===== src/rtl/sp_ea_pkg.sv =====
package sp_ea_pkg;
  typedef enum logic [1:0] {
    FMT_PLAIN  = 2'd0,
    FMT_SELECT = 2'd1,
    FMT_LARGE  = 2'd2,
    FMT_RSVD   = 2'd3
  } fmt_e;

  typedef enum logic [0:0] {
    ST_IDLE  = 1'b0,
    ST_FETCH = 1'b1
  } ea_state_e;

  localparam int unsigned HW_W   = 16;
  localparam int unsigned PAGE_W = 12;
  localparam int unsigned WIDE_W = 15;
  localparam int unsigned LARGE_W = PAGE_W + HW_W;
endpackage


===== src/rtl/sp_ea_field_dec.sv =====
module sp_ea_field_dec
  import sp_ea_pkg::*;
#(
  parameter int unsigned ADDR_W = 32,
  parameter int unsigned SEL_W  = 3
) (
  input  logic [1:0]        fmt_sel,
  input  logic [HW_W-1:0]   addr_hw,
  input  logic [HW_W-1:0]   ext_hw,
  input  logic              ind_req,
  output logic              use_arr,
  output logic [SEL_W-1:0]  reg_sel,
  output logic [ADDR_W-1:0] disp,
  output logic              ind
);
  logic             lead;
  logic [SEL_W-1:0] fld_sel;

  assign lead    = addr_hw[HW_W-1];
  assign fld_sel = addr_hw[PAGE_W +: SEL_W];

  always_comb begin
    use_arr = 1'b0;
    reg_sel = fld_sel;
    disp    = ADDR_W'(addr_hw[PAGE_W-1:0]);
    ind     = lead;
    unique case (fmt_e'(fmt_sel))
      FMT_SELECT: begin
        ind = ind_req;
        if (!lead) begin
          reg_sel = '0;
          disp    = ADDR_W'(addr_hw[WIDE_W-1:0]);
        end
      end
      FMT_LARGE: begin
        ind = ind_req;
        if (lead) begin
          use_arr = 1'b1;
          disp    = ADDR_W'({addr_hw[PAGE_W-1:0], ext_hw});
        end
      end
      default: begin
        ind = lead;
      end
    endcase
  end
endmodule


===== src/rtl/sp_ea_regsel.sv =====
module sp_ea_regsel #(
  parameter int unsigned ADDR_W  = 32,
  parameter int unsigned REG_CNT = 8,
  localparam int unsigned SEL_W  = $clog2(REG_CNT)
) (
  input  logic [REG_CNT*ADDR_W-1:0] base_bank,
  input  logic [REG_CNT*ADDR_W-1:0] array_bank,
  input  logic                      use_arr,
  input  logic [SEL_W-1:0]          reg_sel,
  output logic [ADDR_W-1:0]         reg_val
);
  logic [ADDR_W-1:0] base_r [REG_CNT];
  logic [ADDR_W-1:0] arr_r  [REG_CNT];

  for (genvar k = 0; k < REG_CNT; k++) begin : g_unpack
    assign base_r[k] = base_bank[k*ADDR_W +: ADDR_W];
    assign arr_r[k]  = array_bank[k*ADDR_W +: ADDR_W];
  end

  assign reg_val = use_arr ? arr_r[reg_sel] : base_r[reg_sel];
endmodule


===== src/rtl/sp_ea_sum.sv =====
module sp_ea_sum #(
  parameter int unsigned ADDR_W = 32
) (
  input  logic [ADDR_W-1:0] reg_val,
  input  logic [ADDR_W-1:0] disp,
  input  logic [ADDR_W-1:0] idx_val,
  input  logic              use_idx,
  input  logic              scratch_op,
  input  logic              ind,
  output logic [ADDR_W-1:0] first_addr,
  output logic [ADDR_W-1:0] post_add
);
  logic idx_late;
  logic idx_early;

  assign idx_late   = use_idx & ind & scratch_op;
  assign idx_early  = use_idx & ~idx_late;
  assign first_addr = reg_val + disp + (idx_early ? idx_val : '0);
  assign post_add   = idx_late ? idx_val : '0;
endmodule


===== src/rtl/sp_ea_ctrl.sv =====
module sp_ea_ctrl
  import sp_ea_pkg::*;
#(
  parameter int unsigned ADDR_W = 32
) (
  input  logic              clk,
  input  logic              rst_n,
  input  logic              in_valid,
  output logic              in_ready,
  input  logic              need_ind,
  input  logic [ADDR_W-1:0] first_addr,
  input  logic [ADDR_W-1:0] post_add,
  output logic              mem_req,
  output logic [ADDR_W-1:0] mem_addr,
  input  logic              mem_ack,
  input  logic [ADDR_W-1:0] mem_rdata,
  output logic              ea_valid,
  output logic [ADDR_W-1:0] ea_addr
);
  ea_state_e         st_q;
  logic [ADDR_W-1:0] ptr_q;
  logic [ADDR_W-1:0] post_q;
  logic [ADDR_W-1:0] ea_q;
  logic              val_q;
  logic              accept;

  assign in_ready = (st_q == ST_IDLE);
  assign accept   = in_valid & in_ready;
  assign mem_req  = (st_q == ST_FETCH);
  assign mem_addr = ptr_q;
  assign ea_valid = val_q;
  assign ea_addr  = ea_q;

  always_ff @(posedge clk) begin
    if (!rst_n) begin
      st_q   <= ST_IDLE;
      ptr_q  <= '0;
      post_q <= '0;
      ea_q   <= '0;
      val_q  <= 1'b0;
    end else begin
      val_q <= 1'b0;
      unique case (st_q)
        ST_IDLE: begin
          if (accept) begin
            if (need_ind) begin
              ptr_q  <= first_addr;
              post_q <= post_add;
              st_q   <= ST_FETCH;
            end else begin
              ea_q  <= first_addr;
              val_q <= 1'b1;
            end
          end
        end
        ST_FETCH: begin
          if (mem_ack) begin
            ea_q  <= mem_rdata + post_q;
            val_q <= 1'b1;
            st_q  <= ST_IDLE;
          end
        end
        default: st_q <= ST_IDLE;
      endcase
    end
  end


  addr_hold_chk: assert property (@(posedge clk) disable iff (!rst_n)
    mem_req && !mem_ack |=> mem_req && $stable(mem_addr));


  busy_gate_chk: assert property (@(posedge clk) disable iff (!rst_n)
    mem_req |-> !in_ready);


  single_fetch_chk: assert property (@(posedge clk) disable iff (!rst_n)
    mem_req && mem_ack |=> !mem_req && ea_valid);


  direct_turn_chk: assert property (@(posedge clk) disable iff (!rst_n)
    in_valid && in_ready && !need_ind |=> ea_valid && !mem_req);


  fetch_start_chk: assert property (@(posedge clk) disable iff (!rst_n)
    in_valid && in_ready && need_ind |=> mem_req && !ea_valid);
endmodule


===== src/rtl/sp_ea_gen.sv =====
module sp_ea_gen
  import sp_ea_pkg::*;
#(
  parameter int unsigned ADDR_W  = 32,
  parameter int unsigned REG_CNT = 8
) (
  input  logic                      clk,
  input  logic                      rst_n,
  input  logic                      in_valid,
  output logic                      in_ready,
  input  logic [1:0]                fmt_sel,
  input  logic [15:0]               addr_hw,
  input  logic [15:0]               ext_hw,
  input  logic                      ind_req,
  input  logic                      use_idx,
  input  logic                      scratch_op,
  input  logic [ADDR_W-1:0]         idx_val,
  input  logic [REG_CNT*ADDR_W-1:0] base_bank,
  input  logic [REG_CNT*ADDR_W-1:0] array_bank,
  output logic                      mem_req,
  output logic [ADDR_W-1:0]         mem_addr,
  input  logic                      mem_ack,
  input  logic [ADDR_W-1:0]         mem_rdata,
  output logic                      ea_valid,
  output logic [ADDR_W-1:0]         ea_addr
);
  localparam int unsigned SEL_W = $clog2(REG_CNT);

  logic              use_arr;
  logic [SEL_W-1:0]  reg_sel;
  logic [ADDR_W-1:0] disp;
  logic              ind;
  logic [ADDR_W-1:0] reg_val;
  logic [ADDR_W-1:0] first_addr;
  logic [ADDR_W-1:0] post_add;

  sp_ea_field_dec #(.ADDR_W(ADDR_W), .SEL_W(SEL_W)) u_dec (
    .fmt_sel (fmt_sel),
    .addr_hw (addr_hw),
    .ext_hw  (ext_hw),
    .ind_req (ind_req),
    .use_arr (use_arr),
    .reg_sel (reg_sel),
    .disp    (disp),
    .ind     (ind)
  );

  sp_ea_regsel #(.ADDR_W(ADDR_W), .REG_CNT(REG_CNT)) u_rsel (
    .base_bank  (base_bank),
    .array_bank (array_bank),
    .use_arr    (use_arr),
    .reg_sel    (reg_sel),
    .reg_val    (reg_val)
  );

  sp_ea_sum #(.ADDR_W(ADDR_W)) u_sum (
    .reg_val    (reg_val),
    .disp       (disp),
    .idx_val    (idx_val),
    .use_idx    (use_idx),
    .scratch_op (scratch_op),
    .ind        (ind),
    .first_addr (first_addr),
    .post_add   (post_add)
  );

  sp_ea_ctrl #(.ADDR_W(ADDR_W)) u_ctrl (
    .clk        (clk),
    .rst_n      (rst_n),
    .in_valid   (in_valid),
    .in_ready   (in_ready),
    .need_ind   (ind),
    .first_addr (first_addr),
    .post_add   (post_add),
    .mem_req    (mem_req),
    .mem_addr   (mem_addr),
    .mem_ack    (mem_ack),
    .mem_rdata  (mem_rdata),
    .ea_valid   (ea_valid),
    .ea_addr    (ea_addr)
  );


  strobe_idle_chk: assert property (@(posedge clk) disable iff (!rst_n)
    ea_valid |-> in_ready && !mem_req);


  reset_quiet_chk: assert property (@(posedge clk)
    !rst_n |=> !ea_valid && !mem_req);
endmodule


===== config.mk =====
export PLATFORM = sky130hd
export DESIGN_NAME = sp_ea_gen
export DESIGN_NICKNAME = d
export VERILOG_FILES = /design/src/rtl/sp_ea_pkg.sv /design/src/rtl/sp_ea_field_dec.sv /design/src/rtl/sp_ea_regsel.sv /design/src/rtl/sp_ea_sum.sv /design/src/rtl/sp_ea_ctrl.sv /design/src/rtl/sp_ea_gen.sv
export SDC_FILE = /design/constraint.sdc
export NUM_CORES = 1
export LEC_CHECK = 0
export ABC_AREA = 1
export BUFFER_PORTS_ARGS = -buffer_cell sky130_fd_sc_hd__buf_2
export CORE_AREA = 2 2 266 268
export CTS_BUF_LIST = sky130_fd_sc_hd__clkbuf_2 sky130_fd_sc_hd__clkbuf_4 sky130_fd_sc_hd__clkbuf_8
export DETAILED_ROUTE_END_ITERATION = 6
export DIE_AREA = 0 0 268 270
export GPL_TIMING_DRIVEN = 0
export PLACE_DENSITY_LB_ADDON = 0.15
export SLEW_MARGIN = 20
export SYNTH_ARGS = -nofsm -noshare
export SYNTH_HDL_FRONTEND = slang
export SYNTH_SLANG_ARGS = --single-unit

===== constraint.sdc =====
create_clock -name clk -period 5.55 [get_ports clk]
set_input_delay 1.11 -clock clk [delete_from_list [all_inputs] [get_ports clk]]
set_output_delay 1.11 -clock clk [all_outputs]
set_load 0.05 [all_outputs]

==> results.cfg <==
[outcome]
status = completed

[clock_network]
clock_latency_ns = 0.40
cts_buffers = 9
clk_path_buf_depth = 2
cts_tree = done
clk_pin_slew_ns = 0.11
cts-root-buf = clkbuf_8
h-tree-depth = 3
cts_sinks = 98

[detailed_routing]
wl_um = 109200
vias = 20095
firstDrtPassIters = 6
drt-wirelength-per-cell_um = 26.55
ant_nets = 0
via_per_inst = 4.887
drt_iter0_markers = 1642
drc = 0

[worst_setup_path]
required_ns = 5.89
crit_chain = buf_2 > inv_1 > ha_4 > nand2_4 > nand2_4 > buf_8 > buf_12 > buf_4 > a21oi_1 > a32o_1 > o211ai_1 > nand2_1 > fa_1 > inv_1 > ha_2 > a21oi_2 > o21ai_0 > o21bai_1 > a21oi_1 > xnor2_1 > nand2_1 > nand3_1 > nand2_1 > inv_1
endpoint = u_ctrl.ea_addr[16]
arrival_ns = 5.82
timing.critical_path.from = fmt_sel[1]
crit_fanout = 10
r2r_end = u_ctrl.ea_addr[22]
critPathKind = in -> reg
rr_worst_depth = 17
rrSetupSlack_ns = 3.03
r2r-start = u_ctrl.post_q[0]
end_kind = register
cpPeakStageDelay_ns = 0.52
cp_slowest_cell = fa_1
cp-start-kind = primary input

[grt]
top_usage_layer = met2
antenna_found_initial = 49
grt_pass1_vias = 19972
grt_use_met3 = 0.05160
grt_first_pass_wirelength_um = 148400
grt_overflow = 0
met2_usage = 0.5050
grtUsageMet1 = 0.3662
grt_max_degree = 20
grt_usage = 0.2921

[die]
rows = 97
coreArea_um2 = 69540
die-height_um = 270
die_area_um2 = 72360
dieWidth_um = 268
start_util = 0.2001
io_pins = 684

[yosys]
synthTopCellsByCount = nand2_1 (837), nand3_1 (343), inv_1 (249), a21oi_1 (183), nor2_1 (147)
synth-seq-cells = 98
ys_async_sr_fraction = 0
synth-seq-area-share = 0.1410
syn_area_um2 = 13910
synth_edf_count = 0
yosysMostFrequentCell = nand2_1
post_synth.cell_area_avg_um2 = 5.689
synthTopCellsByArea = nand2_1 (23%), dfxtp_1 (14%), nand3_1 (12%), inv_1 (6.7%), a21oi_1 (6.6%)
yosysWarnings = 0
netlist_instances = 2446
ys.flop_type = dfxtp_1
synth.top_cell.area_share = 0.2258
synthesis.nets = 3159
yosys.area.top_type = nand2_1
synth_cell_type_count = 40

[place]
dp_slack_ns = -0.9369
hpwl_um = 96340
place_congestion = 0.9266
io_buffers = 682

[sta]
post-route-period-util = 0.9881
rsz0062_at_grt = true
maxSlewViolCount = 0
relSlewSlack = 0.3581
finalHoldViolations = 0
skew_ns = 0.01443
finalSetupViolCount = 0
min_period_ns = 5.484
worst_pin_slew_ns = 0.9629
max_freq_mhz = 182.3
setup_ws_ns = 0.06582

[power_and_ir_drop]
p_switching_mw = 2.219
power.clock.fraction = 0.137
pwr-share-comb = 0.660
p_seq_frac = 0.204
leakage_nw = 9.984
swShare = 0.5536
ir_drop_mv = 0.1671
finalPower_mw = 4.007
internal-power_mw = 1.789
cellPowerDensity_nw_per_um2 = 211.1

[finish]
area_delta_synth_final_pct = 36.44
nFillCells = 8345
drive_above_1_share = 0.2645
fin_util = 0.2730
final_net_count = 3854

[worst_hold_path]
hold_class = reg -> reg

[job]
maxCapViolations = 0
## timing repair
action,CTS,global route
setup endpoints to repair,31,42
pin swaps,5,13
hold buffers,0,0
gates resized for setup,19,52
setup buffers,0,2
## per-layer routing
| metal | up-vias | share of wire |
|---|---|---|
| li1 | 9561 | - |
| met1 | 9447 | 0.41 |
| met2 | 903 | 0.48 |
| met3 | 162 | 0.074 |
| met4 | 22 | 0.033 |
| met5 | - | 0.0014 |
## cell families (layout without fill, tap and decap cells)
group	Yosys count	count (layout)	share of synthesized area
and+or+nand+nor	1376	1376	0.4105
adders and majority gates	96	96	0.1025
buffers and inverters	403	1103	0.1253
DFF	98	98	0.1410
xor gates and xnor gates	24	24	0.01511
other	0	26	0
AOI/OAI and AO/OA	449	449	0.2056
## cell type report
class | count | area [um^2] | area share
Sequential cell | 98 | 1962 | 0.1033
Clock buffer | 9 | 123.9 | 0.006525
Inverter | 257 | 965.9 | 0.05088
Buffer | 146 | 829.5 | 0.04370
Tap cell | 940 | 1176 | 0.06195
Clock inverter | 7 | 96.34 | 0.005075
Multi-Input combinational cell | 1945 | 10340 | 0.5445
Antenna cell | 26 | 65.06 | 0.003427
Timing Repair Buffer | 684 | 3428 | 0.1806
## cells in the final DEF (no fill, tap or decap), drive strengths merged, types with 10 or more instances in the layout
cell and count:
nor3 21, dfxtp 98, ha 66, nand2 840
nand4 14, xnor2 11, a21oi 183, inv 257
o211ai 91, buf 769, nor2 147, clkbuf 70
o21ai 85, a32o 61, diode 26, nand3 343
fa 30, xor2 13, o21bai 10
## power groups by stage
stage	logic (mW)	registers (mW)	clock network (mW)
after floorplan	1.22	1.04	0
after global placement	2.55	0.834	0
after detailed placement	2.54	0.833	0
after CTS	2.57	0.818	0.560
after global routing	2.83	0.825	0.587
final	2.64	0.816	0.548
## worst max-delay path, delay by kind of cell
| family | cells | cell delay (ns) |
|---|---|---|
| AO/OA/AOI/OAI | 7 | 1.51 |
| adder cells (fa/ha/maj) | 3 | 1.12 |
| AND/OR/NAND/NOR | 6 | 0.76 |
| XOR/XNOR | 1 | 0.45 |
| buffers and inverters | 7 | 0.82 |
## stage by stage
stage,area [um^2],setup TNS (ns),hold slack [ns],instances
2_1_floorplan,13910,0,0.4491,2446
3_3_place_gp,18500,-25.33,0.4540,4068
3_5_place_dp,18500,-25.93,0.4527,4068
4_1_cts,18790,-0.03128,0.4713,4084
5_1_grt,18960,-0.2811,0.4984,4103
6_report,18980,0,0.4669,4112
## state kept, by name (all words and copies together), names as in the netlist
register / count
u_ctrl.post_q: 32
u_ctrl.mem_addr: 32
u_ctrl.mem_req: 1
u_ctrl.ea_addr: 32
u_ctrl.ea_valid: 1
## how the worst min path moves through the flow
stage | cells after the start | endpoint | startpoint | slack (ns)
4_1_cts | 2 | u_ctrl.ea_addr[19] | u_ctrl.ea_addr[19] | 0.47
5_1_grt | 2 | u_ctrl.post_q[29] | u_ctrl.post_q[29] | 0.50
3_5_place_dp | 2 | u_ctrl.ea_addr[19] | u_ctrl.ea_addr[19] | 0.45
6_report | 2 | u_ctrl.ea_addr[11] | u_ctrl.ea_addr[11] | 0.47
2_1_floorplan | 2 | u_ctrl.post_q[0] | u_ctrl.post_q[0] | 0.45
3_3_place_gp | 2 | u_ctrl.ea_addr[13] | u_ctrl.ea_addr[13] | 0.45
Note: power is estimated with default switching activity, not from simulation.
